**src/rtl/ser_shift_front.sv**
```systemverilog
module ser_shift_front #(
  parameter int WORD_W = 16,
  parameter int SYNC_N = 2
) (
  input  logic              clk,
  input  logic              rst_n,
  input  logic              cs_n,
  input  logic              sck,
  input  logic              sdi,
  input  logic              out_mode,
  output logic              sdo,
  output logic [WORD_W-1:0] word_out,
  output logic              word_valid,
  output logic              len_err
);
  localparam int CNT_W = $clog2(WORD_W + 2);
  localparam logic [CNT_W-1:0] CNT_FULL = CNT_W'(WORD_W);
  localparam logic [CNT_W-1:0] CNT_SAT  = CNT_W'(WORD_W + 1);

  logic [SYNC_N-1:0] cs_sy, sck_sy, sdi_sy;
  logic cs_q, sck_q;
  logic [WORD_W-1:0] sr;
  logic [CNT_W-1:0] cnt;

  wire cs_s  = cs_sy[SYNC_N-1];
  wire sck_s = sck_sy[SYNC_N-1];
  wire sdi_s = sdi_sy[SYNC_N-1];

  wire cs_rise  = cs_s & ~cs_q;
  wire cs_fall  = ~cs_s & cs_q;
  wire sck_rise = sck_s & ~sck_q & ~cs_s;
  wire sck_fall = ~sck_s & sck_q & ~cs_s;

  always_ff @(posedge clk or negedge rst_n) begin
    if (!rst_n) begin
      cs_sy  <= '1;
      sck_sy <= '0;
      sdi_sy <= '0;
      cs_q   <= 1'b1;
      sck_q  <= 1'b0;
    end else begin
      cs_sy  <= {cs_sy[SYNC_N-2:0], cs_n};
      sck_sy <= {sck_sy[SYNC_N-2:0], sck};
      sdi_sy <= {sdi_sy[SYNC_N-2:0], sdi};
      cs_q   <= cs_s;
      sck_q  <= sck_s;
    end
  end

  always_ff @(posedge clk or negedge rst_n) begin
    if (!rst_n) begin
      sr  <= '0;
      cnt <= '0;
    end else begin
      if (sck_rise) begin
        sr <= {sr[WORD_W-2:0], sdi_s};
        if (cnt != CNT_SAT) cnt <= cnt + 1'b1;
      end else if (cs_fall) begin
        cnt <= '0;
      end
    end
  end

  always_ff @(posedge clk or negedge rst_n) begin
    if (!rst_n) sdo <= 1'b0;
    else if (out_mode && sck_rise) sdo <= sr[WORD_W-2];
    else if (!out_mode && sck_fall) sdo <= sr[WORD_W-1];
  end

  always_ff @(posedge clk or negedge rst_n) begin
    if (!rst_n) begin
      word_out   <= '0;
      word_valid <= 1'b0;
      len_err    <= 1'b0;
    end else begin
      word_valid <= cs_rise;
      if (cs_rise) begin
        word_out <= sr;
        len_err  <= (cnt != CNT_FULL);
      end
    end
  end

  p_valid_pulse_r4: assert property (@(posedge clk) disable iff (!rst_n)
    word_valid |=> !word_valid);
  p_word_with_valid_r4: assert property (@(posedge clk) disable iff (!rst_n)
    !$stable(word_out) |-> word_valid);
  p_err_with_valid_r5: assert property (@(posedge clk) disable iff (!rst_n)
    !$stable(len_err) |-> word_valid);
  p_sdo_idle_r10: assert property (@(posedge clk) disable iff (!rst_n)
    cs_s |=> $stable(sdo));
  p_sdo_on_edge_r8: assert property (@(posedge clk) disable iff (!rst_n)
    !$stable(sdo) |-> $past(sck_rise || sck_fall));
  p_count_bound_r5: assert property (@(posedge clk) disable iff (!rst_n)
    cnt <= CNT_SAT);
  p_no_shift_idle_r2: assert property (@(posedge clk) disable iff (!rst_n)
    cs_s |=> $stable(sr));
endmodule

```
**config.mk**
```make
export PLATFORM = sky130hd
export DESIGN_NAME = ser_shift_front
export DESIGN_NICKNAME = d
export VERILOG_FILES = /design/src/rtl/ser_shift_front.sv
export SDC_FILE = /design/constraint.sdc
export NUM_CORES = 1
export LEC_CHECK = 0
export BUFFER_PORTS_ARGS = -buffer_cell sky130_fd_sc_hd__buf_4
export CAP_MARGIN = 30
export CORE_MARGIN = 2
export CORE_UTILIZATION = 37
export CTS_BUF_LIST = sky130_fd_sc_hd__clkbuf_8
export DETAILED_ROUTE_END_ITERATION = 8
export SETUP_SLACK_MARGIN = 0.15
export SYNTH_ARGS = -nofsm -noshare
export SYNTH_HDL_FRONTEND = slang
export SYNTH_SLANG_ARGS = --single-unit
```
**constraint.sdc**
```tcl
create_clock -name clk -period 4 [get_ports clk]
set_input_delay 0.2 -clock clk [delete_from_list [all_inputs] [get_ports clk]]
set_output_delay 0.2 -clock clk [all_outputs]
set_load 0.1 [all_outputs]
```
Yosys cells after proc, flatten, opt, wreduce, memory -nomap -nowiden:

Cells that the tools add are included.

* input port bits: 6
* register bits after elaboration: 48
* output and inout bits: 19
* logic and storage cells: 36

* reduce and logical (&&, ||, !) cells: 6
* muxes and demuxes: 5
* eq/ne operators: 3
* add/subtract/negate cells: 1
* bitwise operators: 10

Operators with widths (number)
* $mux 5: 3
* $ne 5x5->1 const B: 2
* $and 1x1->1: 6
* $add 5x1->5 const B: 1
* $not 1->1: 4
* $reduce_bool 2->1: 2
* $logic_and 1x1->1: 2
* $mux 1: 2
* $ne 2x1->1 const B: 1
* $reduce_and 2->1: 1
* $logic_not 1->1: 1

Logic depth before layout (Yosys ltp):

Gate-level depths: netlist of the first run.

* depth after elaboration: 6
* gate-level depth with buffers: 5
* depth with buffers taken out: 5

Worst setup path after synthesis of the first run:

Ideal clock, no wire load.

* path kind: reg-to-reg
* start: register sdo (netlist name)
* end: register sdo
* data required time: 3.875 ns
* library setup time: 0.125 ns
* clock period less this slack: 1.527 ns
* data arrival time: 1.402 ns
* slack: 2.473 ns
* stages on the path, launching flop included: 3
* path through: dfrtp_1 > mux2_1 > mux2_2

RTL lines
* end signal: assignment: line 66 `else if (out_mode && sck_rise) sdo <= sr[WORD_W-2];`
* end signal: assignment: line 67 `else if (!out_mode && sck_fall) sdo <= sr[WORD_W-1];`
* end: declaration: line 11 `output logic sdo,`

Worst setup path after layout of the first run:

* start: register sck_sy[1]
* end: register sr[11]

* word-level cells in the longest chain between the ends: 2

Ends and longest elaborated chain
* start: declaration: line 20 `logic [SYNC_N-1:0] cs_sy, sck_sy, sdi_sy;`
* start signal: assignment: line 43 `sck_sy <= {sck_sy[SYNC_N-2:0], sck};`
* $and 1x1->1 (2 in a row): line 31 `wire sck_rise = sck_s & ~sck_q & ~cs_s;`
* end signal: assignment: line 56 `sr <= {sr[WORD_W-2:0], sdi_s};`
* end: declaration: line 22 `logic [WORD_W-1:0] sr;`

Every way passes these cells.
A chain may end at the register's enable or synchronous reset.

==> results.md, run 1 <==
* Synth Area in XOR/XNOR at 0.009150
* Final Wtd Congestion at 0.8099
* #FFs+latches synth at 48
* Sw Ratio at 0.3979
* Post-synthesis instance total at 119
* Hold Vio Cnt, Final at 0
* Final Util at 0.4548
* CP Launch Type: flip-flop
* Avg Vias per Cell at 4.538
* Pint at 0.8594 mW
* Worst Hold Path Cells at 3
* Reg2Reg Depth at 3
* Syn Area/Cell at 16.09 um^2
* Netlist cell types at 25
* Post-synthesis sequential area ratio at 0.6294
* Vias in the first global route at 1092
* Post-CTS setup buffer count at 0
* Portion of netlist area occupied by mux cells at 0.2346
* Ant. Diodes at 0
* Largest family of logic cells by synthesized area: multiplexers
* CP Max Fanout at 16
* Final setup vio count at 0
* First-pass GRT wire length at 5.181 mm
* CTS tree: yes
* IO Count at 25
* Initial antenna violation count at 0
* Layout net count at 161
* Hold WS at 247.4 ps
* Die W at 75.93 um
* Die Ht at 75.93 um
* I/O Buffers at 24
* Fin. max-slew vios at 0
* Wire per inst at 13.35 um
* FP Rows at 26
* RSZ-0062 raised after global routing: no
* Adder-cell share of the synthesized area at 0.01961
* Clock root buffer: clkbuf_8
* Fill count at 452
* Status: completed
* Placed Cells at 211
* Area delta synth->final at 19.80%
* Hold buffers post-CTS at 2
* Max H-tree Level at 2
* Worst-skew pair later-pin latency at 290 ps
* WP data required at 4180 ps
* Power density cells at 622.4 nW/um^2
* CORE AREA at 5042 um^2
* Post-CTS Resized at 0
* CTS Buf Count at 5
* Placed cell area at 2160 um^2
* Starting Density at 0.3797
* Max frequency at 0.5776 GHz
* Layout cells sized above 1 at 0.4837
* CP arrival at 1910 ps
* Skew final at 4.787 ps
* Compound-gate portion of the synthesized area at 0.02288
* Pin count of the biggest net entering global routing at 49
* Final Instance Area at 2293 um^2
* Post-DRT Antenna Nets at 0
* Vias at 1012
* Max_cap viols at 0
* Pwr Total at 1.427 mW
* Comb pwr share at 0.354
* Fin crit share at 0.4328
* Worst VDD drop at 258.5 uV
* Worst Tran Pin Value at 582.2 ps
* Post-route DRC at 0
* Slew Limit Headroom at 0.6119
* 1st-pass router iterations at 3
* Post-Synthesis Net Count at 128
* Syn Std Cell Area at 1914 um^2
* Clock transition at path regs at 80 ps
* Sequential share of power at 0.444
* Tot GR Track Use at 0.1131
* Post-DP HPWL at 2.015 mm
* Pre-CTS WS at 2285 ps
* Area of the die at 5765 um^2
* Crit. End Element: flip-flop
* Final Critical Period at 1731 ps
* Sw Pwr at 0.5679 mW
* Setup CP Type: flip-flop to flip-flop
* DRT Wirelength at 2.977 mm
* Clk pwr share at 0.202
* Initial DRC count at 55
* Fin cells at 223
* Leakage at 1.106 nW
* Synth Area in Simple Gates at 0.05490
* Area occupied by registers at 1205 um^2
* TNS Setup at 0 ps
* Max Buffers Root-to-Sink at 2
* Grt ovf at 0
* Final worst setup slack at 2269 ps
* Hold/Removal Path Class: primary input to flip-flop
* YS warnings at 0
* Clock sinks at 48
* Area of the multi-input gates at 653.1 um^2
==> per-layer routing <==
layer	vias up	track usage	wire, um
li1	480	-	-
met2	17	0.1741	1481
met3	5	0.04286	133
met4	0	0.04909	59
met1	510	0.1432	1303
met5	-	0	0
==> cell usage after synthesis <==
cell | count | share of area
dfrtp_1 | 45 | 0.59
nor4b_2 | 1 | 0.0078
mux2_2 | 26 | 0.15
a32o_1 | 1 | 0.0052
nor3b_2 | 1 | 0.0065
nand2_1 | 2 | 0.0039
nor2_1 | 2 | 0.0039
mux2_4 | 7 | 0.055
xor2_1 | 2 | 0.0092
a21oi_1 | 1 | 0.0026
mux2i_1 | 4 | 0.021
ha_1 | 3 | 0.020
nand2b_4 | 1 | 0.0072
dfstp_2 | 3 | 0.041
inv_1 | 3 | 0.0059
nor3_1 | 1 | 0.0026
nor2b_2 | 1 | 0.0046
nand3_1 | 2 | 0.0052
o21ai_0 | 4 | 0.010
a2bb2oi_1 | 1 | 0.0046
nor2b_1 | 1 | 0.0033
buf_6 | 4 | 0.024
nand2b_1 | 1 | 0.0033
mux2_1 | 1 | 0.0059
and4bb_2 | 1 | 0.0065
==> final timing paths <==
kind                                            end                 from  slack, ps
max                              sr[11]$_DFFE_PN0P_  sck_sy[1]$_DFF_PN0_       2270
max reg2reg                      sr[11]$_DFFE_PN0P_  sck_sy[1]$_DFF_PN0_       2270
min in group asynchronous  word_out[12]$_DFFE_PN0P_                rst_n        450
min                                 sdo$_DFFE_PN0P_             out_mode        250
min reg2reg                     sdi_sy[1]$_DFF_PN0_  sdi_sy[0]$_DFF_PN0_        350
max in group asynchronous   word_out[9]$_DFFE_PN0P_                rst_n       3160
==> cell type report <==
cell class,count,share of cell area
timing repair buffer,30,0.1058
tap,70,0.03819
clock inverter,2,0.004910
sequential,48,0.5254
clock buffer,6,0.03601
multi-input combinational,64,0.2848
inverter,3,0.004910
==> worst max-delay path, cell delays in order (launching register included) <==
cell	delay (ps)
dfrtp_1	390
nor3b_2	500
buf_4	350
mux2_2	370
==> power by group through the flow <==
stage	clock, mW	sequential [mW]	combinational [mW]
floorplan	0	0.916	0.122
global placement	0	0.640	0.497
detailed placement	0	0.645	0.506
CTS	0.299	0.636	0.508
global route	0.326	0.647	0.522
finish	0.288	0.634	0.505
==> registers in the layout (all words and copies together), names as in the netlist <==
| signal | flops |
|---|---|
| sdo | 1 |
| sck_q | 1 |
| cnt | 5 |
| sck_sy | 2 |
| word_out | 16 |
| cs_sy | 2 |
| len_err | 1 |
| word_valid | 1 |
| cs_q | 1 |
| sdi_sy | 2 |
| sr | 16 |
==> logic make-up after synthesis <==
logic type | after synthesis
multiplexers | 38
buffers and inverters | 7
adder cells (fa/ha/maj) | 3
AND/OR/NAND/NOR | 14
XOR/XNOR | 2
AO/OA/AOI/OAI | 7
flip-flops | 48
==> cells in the final DEF (no fill, tap or decap), types with 2 or more instances in the layout <==
cell type and instances:
dfrtp_1 45, mux2_2 26, buf_4 25, mux2_4 7
clkbuf_8 6, inv_1 4, o21ai_0 4, mux2i_1 4
dlygate4sd3_1 4, ha_1 3, dfstp_2 3, nand3_1 2
xor2_1 2, nor2_1 2, nand2_1 2
(Power assumes the default switching activity.)
==> inputs of run 2 (changes only) <==
==> constraint.sdc (replaced) <==
create_clock -name clk -period 1.75 [get_ports clk]
set_input_delay 0.0875 -clock clk [delete_from_list [all_inputs] [get_ports clk]]
set_output_delay 0.0875 -clock clk [all_outputs]
set_load 0.1 [all_outputs]
==> run 2 against run 1 <==
Against the previous run:
- sequential cell count did not move
- worst hold slack worse by 120 ps
- critical path type unchanged
- largest power group unchanged
- cell area grew 2.2%
==> results.md, run 2 (synthesized netlist as in run 1, its figures left out) <==
* Status: completed (unchanged)
* Placed cell area at 2167 um^2 (was 2160 um^2)
* Final setup vio count at 0 (unchanged)
* Hold WS at 131.7 ps (was 247.4 ps)
* Post-CTS Resized at 0 (unchanged)
* Area of the die at 5765 um^2 (unchanged)
* Vias at 1040 (was 1012)
* CP Max Fanout at 12 (was 16)
* Hold Vio Cnt, Final at 0 (unchanged)
* Hold endpoint: sdo$_DFFE_PN0P_ (unchanged)
* Most frequent cells in the layout: 45 x dfrtp_1, 28 x buf_4, 26 x mux2_2 (was 45 x dfrtp_1, 26 x mux2_2, 25 x buf_4)
* Post-DP HPWL at 2.031 mm (was 2.015 mm)
* 1st-pass router iterations at 4 (was 3)
* R2r setup slk at 280 ps (was 2270 ps)
* Fill count at 446 (was 452)
* Pin count of the biggest net entering global routing at 49 (unchanged)
* Clock root buffer: clkbuf_8 (unchanged)
* Hold buffers post-CTS at 4 (was 2)
* Post-CTS setup buffer count at 0 (unchanged)
* Initial DRC count at 50 (was 55)
* TNS Setup at 0 ps (unchanged)
* Worst reg2reg path startpoint: cs_sy[1]$_DFF_PN1_ (was sck_sy[1]$_DFF_PN0_)
* Reg2Reg Depth at 3 (unchanged)
* First-pass GRT wire length at 4.988 mm (was 5.181 mm)
* Starting Density at 0.3797 (unchanged)
* Worst Hold Path Cells at 3 (unchanged)
* Avg Vias per Cell at 4.622 (was 4.538)
* Worst-skew pair later-pin latency at 300 ps (was 290 ps)
* CP arrival at 1650 ps (was 1910 ps)
* CTS tree: yes (unchanged)
* R2R Path End: word_out[0]$_DFFE_PN0P_ (was sr[11]$_DFFE_PN0P_)
* Final Util at 0.4650 (was 0.4548)
* I/O Buffers at 24 (unchanged)
* Max H-tree Level at 2 (unchanged)
* Grt ovf at 0 (unchanged)
* Area delta synth->final at 22.48% (was 19.80%)
* Vias in the first global route at 1022 (was 1092)
* Worst VDD drop at 657.9 uV (was 258.5 uV)
* Crit. End Element: flip-flop (unchanged)
* Wire per inst at 13.17 um (was 13.35 um)
* Clock transition at path regs at 90 ps (was 80 ps)
* Min-delay src: out_mode (unchanged)
* Fin. max-slew vios at 0 (unchanged)
* Power density cells at 1515 nW/um^2 (was 622.4 nW/um^2)
* Most common cell after layout, fill and taps aside: dfrtp_1 (unchanged)
* Fin crit share at 0.8382 (was 0.4328)
* CP Launch Type: flip-flop (unchanged)
* FP Rows at 26 (unchanged)
* Max Buffers Root-to-Sink at 2 (unchanged)
* Layout net count at 163 (was 161)
* Placed Cells at 213 (was 211)
* RSZ-0062 raised after global routing: no (unchanged)
* Skew final at 7.720 ps (was 4.787 ps)
* Slew Limit Headroom at 0.6144 (was 0.6119)
* Final Instance Area at 2345 um^2 (was 2293 um^2)
* Pre-CTS WS at 287.6 ps (was 2285 ps)
* CORE AREA at 5042 um^2 (unchanged)
* Leakage at 1.135 nW (was 1.106 nW)
* Initial antenna violation count at 0 (unchanged)
* DRT Wirelength at 2.963 mm (was 2.977 mm)
* Max_cap viols at 0 (unchanged)
* Tot GR Track Use at 0.1092 (was 0.1131)
* Area of the multi-input gates at 653.1 um^2 (unchanged)
* Final Critical Period at 1467 ps (was 1731 ps)
* Final Wtd Congestion at 0.6749 (was 0.8099)
* Final worst setup slack at 283.2 ps (was 2269 ps)
* Post-DRT Antenna Nets at 0 (unchanged)
* Pwr Total at 3.552 mW (was 1.427 mW)
* Fin cells at 225 (was 223)
* Die Ht at 75.93 um (unchanged)
* IO Count at 25 (unchanged)
* Clock sinks at 48 (unchanged)
* Biggest regs: sr x16, word_out x16, cnt x5 (unchanged)
* Die W at 75.93 um (unchanged)
* Hold/Removal Path Class: primary input to flip-flop (unchanged)
* Ant. Diodes at 0 (unchanged)
* Setup CP Type: flip-flop to flip-flop (unchanged)
* Area occupied by registers at 1205 um^2 (unchanged)
* WP data required at 1940 ps (was 4180 ps)
* CTS Buf Count at 5 (unchanged)
* Layout cells sized above 1 at 0.4968 (was 0.4837)
* Post-route DRC at 0 (unchanged)
* Max frequency at 0.6818 GHz (was 0.5776 GHz)
* Worst Tran Pin Value at 578.4 ps (was 582.2 ps)
==> run 2: cell count changes in the layout (fill, tap and decap cells not counted), sizes merged <==
cell	delta
clkbuf	-1
buf	+2
clkinvlp	-1
bufinv	+2
==> run 2: layer usage <==
| metal | share of wire | global-route usage |
|---|---|---|
| met1 | 0.42 | 0.1330 |
| met2 | 0.51 | 0.1768 |
| met3 | 0.049 | 0.04048 |
| met4 | 0.017 | 0.04364 |
| met5 | 0 | 0 |
==> run 2: worst max path at each step <==
stage | slack, ps | end | from
finish | 280 | word_out[0]$_DFFE_PN0P_ | cs_sy[1]$_DFF_PN1_
CTS | 270 | word_out[0]$_DFFE_PN0P_ | cs_sy[1]$_DFF_PN1_
global route | 230 | word_out[0]$_DFFE_PN0P_ | cs_sy[1]$_DFF_PN1_
floorplan | 220 | sdo$_DFFE_PN0P_ | sdo$_DFFE_PN0P_
global placement | 340 | word_out[0]$_DFFE_PN0P_ | cs_sy[1]$_DFF_PN1_
detailed placement | 290 | word_out[0]$_DFFE_PN0P_ | cs_sy[1]$_DFF_PN1_
==> run 2: area by class of cell <==
type | instances | area share
clock inverters | 3 | 0.02935
inverters | 3 | 0.004803
repair buffers | 32 | 0.1067
well taps | 70 | 0.03735
flip-flops and latches | 48 | 0.5139
clock buffers | 5 | 0.02935
multi-input cells | 64 | 0.2785
==> run 2: power breakdown <==
part | leakage [nW] | switching, mW | internal [mW] | total [mW]
clock | 0.0687 | 0.375 | 0.575 | 0.950
combinational | 0.449 | 0.817 | 0.338 | 1.16
sequential | 0.616 | 0.135 | 1.31 | 1.45
total | 1.13 | 1.33 | 2.22 | 3.55
==> run 2: critical path, cell delays in order (launching register included) <==
cell,delay (ps)
dfstp_2,590
nor2b_2,180
buf_4,240
mux2_2,360
==> inputs of run 3 (changes only) <==
--- a/config.mk
+++ b/config.mk
@@ -5,6 +5,7 @@
 export SDC_FILE = /design/constraint.sdc
 export NUM_CORES = 1
 export LEC_CHECK = 0
+export ABC_AREA = 1
 export BUFFER_PORTS_ARGS = -buffer_cell sky130_fd_sc_hd__buf_4
 export CAP_MARGIN = 30
 export CORE_MARGIN = 2
==> constraint.sdc (replaced) <==
create_clock -name clk -period 1.2 [get_ports clk]
set_input_delay 0.06 -clock clk [delete_from_list [all_inputs] [get_ports clk]]
set_output_delay 0.06 -clock clk [all_outputs]
set_load 0.1 [all_outputs]
==> run 3 against run 2 <==
Against the previous run:
- global-route usage increased by 2.5 points
- wire length increased by 25%
- non-clock buffer count increased by 14
- clock power decreased by 5.9%
- via count increased by 36%
- cell area increased by 17%
- critical path type unchanged
- critical endpoint is now cnt[1]$_DFFE_PN0P_
==> results.md, run 3 <==
* Post-DP HPWL at 2.129 mm (was 2.031 mm)
* Fin. max-slew vios at 0 (unchanged)
* Tot GR Track Use at 0.1340 (was 0.1092)
* CTS Buf Count at 5 (unchanged)
* Initial antenna violation count at 0 (unchanged)
* Power density cells at 1479 nW/um^2 (was 1515 nW/um^2)
* Initial DRC count at 87 (was 50)
* YS warnings at 0 (unchanged)
* Top_reg_cell synth: dfrtp_1 (unchanged)
* Most common cell after layout, fill and taps aside: buf_4 (was dfrtp_1)
* Post-Synthesis Net Count at 200 (was 128)
* Hold Vio Cnt, Final at 0 (unchanged)
* Final Util at 0.5718 (was 0.4650)
* CP Launch Type: flip-flop (unchanged)
* Syn Area/Cell at 9.774 um^2 (was 16.09 um^2)
* CTS tree: yes (unchanged)
* Max frequency at 0.8428 GHz (was 0.6818 GHz)
* Clock root buffer: clkbuf_8 (unchanged)
* Biggest regs: sr x16, word_out x16, cnt x5 (unchanged)
* Pwr Total at 4.047 mW (was 3.552 mW)
* RSZ-0062 raised after global routing: yes (was no)
* Crit. End Element: flip-flop (unchanged)
* #FFs+latches synth at 48 (unchanged)
* Max_cap viols at 0 (unchanged)
* Vias at 1418 (was 1040)
* Hold/Removal Path Class: primary input to flip-flop (unchanged)
* Clk pwr share at 0.221 (was 0.268)
* I/O Buffers at 24 (unchanged)
* First-pass GRT wire length at 5.547 mm (was 4.988 mm)
* Post-synth ARST share at 1.000 (unchanged)
* IO Count at 25 (unchanged)
* Post-synthesis instance total at 191 (was 119)
* Skew final at 10.29 ps (was 7.720 ps)
* Post-synth EDFFs at 0 (unchanged)
* CP arrival at 1390 ps (was 1650 ps)
* Setup CP Type: flip-flop to flip-flop (unchanged)
* Comb pwr share at 0.301 (was 0.325)
* WP data required at 1400 ps (was 1940 ps)
* Die Ht at 75.03 um (was 75.93 um)
* Max Buffers Root-to-Sink at 2 (unchanged)
* Syn Std Cell Area at 1867 um^2 (was 1914 um^2)
* Area of the die at 5630 um^2 (was 5765 um^2)
* Status: completed (unchanged)
* CP Max Fanout at 6 (was 12)
* DRT Wirelength at 3.689 mm (was 2.963 mm)
* Worst-skew pair later-pin latency at 300 ps (about the same)
* Starting Density at 0.3901 (was 0.3797)
* Die W at 75.03 um (was 75.93 um)
* Post-synthesis sequential area ratio at 0.6454 (was 0.6294)
* Final Critical Period at 1187 ps (was 1467 ps)
* Largest area contributor in the netlist: dfrtp_1 (unchanged)
* Grt ovf at 0 (unchanged)
* Vias in the first global route at 1248 (was 1022)
* Synth area leaders: dfrtp_1 60%, nand2_1 10%, o21ai_1 8.3% (was dfrtp_1 59%, mux2_2 15%, mux2_4 5.5%)
* Layout cells sized above 1 at 0.5504 (was 0.4968)
* Sw Pwr at 1.493 mW (was 1.327 mW)
* Most common cell in the synthesized netlist: nand2_1 (was dfrtp_1)
* Final Wtd Congestion at 0.8105 (was 0.6749)
* Most frequent cells in the layout: 32 x buf_4, 25 x dfrtp_1, 22 x inv_1 (was 45 x dfrtp_1, 28 x buf_4, 26 x mux2_2)
* Worst Tran Pin Value at 603.0 ps (was 578.4 ps)
* Final setup vio count at 0 (unchanged)
* Netlist cell types at 18 (was 25)
* Post-synth top cells: 50 x nand2_1, 45 x dfrtp_1, 31 x o21ai_1 (was 45 x dfrtp_1, 26 x mux2_2, 7 x mux2_4)
* 1st-pass router iterations at 4 (unchanged)
* Pin count of the biggest net entering global routing at 49 (unchanged)
* Worst VDD drop at 843.6 uV (was 657.9 uV)
* Layout net count at 246 (was 163)
* Wire per inst at 12.10 um (was 13.17 um)
* Leakage at 1.253 nW (was 1.135 nW)
* Clock sinks at 48 (unchanged)
* Sw Ratio at 0.3690 (was 0.3737)
* Pint at 2.553 mW (was 2.224 mW)
* CORE AREA at 4786 um^2 (was 5042 um^2)
* Slew Limit Headroom at 0.5980 (was 0.6144)
* Area delta synth->final at 46.58% (was 22.48%)
* Post-DRT Antenna Nets at 0 (unchanged)
* Clock transition at path regs at 90 ps (about the same)
* Post-route DRC at 0 (unchanged)
* FP Rows at 25 (was 26)
* Ant. Diodes at 0 (unchanged)
* Avg Vias per Cell at 4.649 (was 4.622)
* Yosys top cell area share at 0.6032 (was 0.5882)
* Max H-tree Level at 2 (unchanged)
* Fin crit share at 0.9888 (was 0.8382)
* Sequential share of power at 0.478 (was 0.407)
## run 3: cell count changes after synthesis, sizes merged, moves of 3 or more
cell and delta:
buf +3, inv +23, mux2 -34, mux2i -4, nand2 +49, nand3 +10
nand4 +4, nor2 +3, o21ai +28
## run 3: kinds of logic (layout without fill, tap and decap cells)
kind of cell	after synthesis	after routing	share of synthesized area
xor+xnor	1	1	0.004693
compound gates	34	34	0.09383
flops	48	48	0.6454
simple gates	72	72	0.1649
fa+ha+maj	3	3	0.02011
buf+inv	33	80	0.07104
## run 3: metal layers
| metal | share of wire | up-vias | GRT usage |
|---|---|---|---|
| met2 | 0.48 | 20 | 0.2047 |
| met1 | 0.47 | 694 | 0.1749 |
| li1 | - | 698 | - |
| met4 | 0.017 | 0 | 0.05952 |
| met5 | 0 | - | 0 |
| met3 | 0.035 | 6 | 0.04418 |
## run 3: timing repair
| action | 4_1_cts | 5_1_grt |
|---|---|---|
| endpoints found under the setup margin | 37 | 41 |
| cloned | 0 | 3 |
| hold buffers | 4 | 0 |
| setup buffers | 2 | 4 |
| pin swaps | 4 | 9 |
| gates resized for setup | 6 | 72 |
| hold endpoints to repair | 48 | 0 |
## run 3: critical path, stage by stage (launching register included)
cell and delay, ps:
dfrtp_1 430, inv_2 100, ha_4 130, nand2_2 50, inv_2 50, nand2_2 50
nand2_4 120, inv_4 60, nand2_2 60, nand2_1 40
## run 3: power groups by stage
stage | clock network, mW | logic [mW] | registers [mW]
CTS | 0.943 | 1.06 | 1.89
detailed placement | 0 | 1.02 | 1.92
global placement | 0 | 1.02 | 1.91
floorplan | 0 | 0.235 | 2.44
global route | 0.995 | 1.30 | 1.96
finish | 0.894 | 1.22 | 1.93
## run 3: through the flow
step / setup WS (ps) / hold WS [ps] / std cells / TNS (ps) / instance area (um^2)
2_1_floorplan: 77.20 / -235.6 / 191 / 0 / 1912
3_3_place_gp: 69.95 / 114.5 / 284 / 0 / 2228
3_5_place_dp: 39.42 / 112.7 / 284 / 0 / 2228
4_1_cts: 51.84 / 22.96 / 298 / 0 / 2386
5_1_grt: -40.22 / 31.70 / 305 / -465.1 / 2736
6_report: 13.45 / 27.31 / 305 / 0 / 2736
## run 3: path summary, 6_finish.rpt
path	start	endpoint	slack [ps]	depth (start not counted)
max in group asynchronous	rst_n	word_out[2]$_DFFE_PN0P_	430	2
worst max-delay path	cnt[1]$_DFFE_PN0P_	cnt[1]$_DFFE_PN0P_	10	9
min in group asynchronous	rst_n	cnt[1]$_DFFE_PN0P_	310	2
worst min register to register	sck_sy[0]$_DFF_PN0_	sck_sy[1]$_DFF_PN0_	350	0
worst min-delay path	out_mode	sdo$_DFFE_PN0P_	30	3
worst max register to register	cnt[1]$_DFFE_PN0P_	cnt[1]$_DFFE_PN0P_	10	9
## run 3: area by class of cell
| cell class | instances | area, um^2 |
|---|---|---|
| Clock buffer | 5 | 68.82 |
| Inverter | 26 | 102.6 |
| Fill cell | 403 | 2049 |
| Multi-Input combinational cell | 110 | 792.0 |
| Clock inverter | 3 | 12.51 |
| Tap cell | 67 | 83.83 |
| Timing Repair Buffer | 46 | 446.7 |
| Sequential cell | 48 | 1230 |
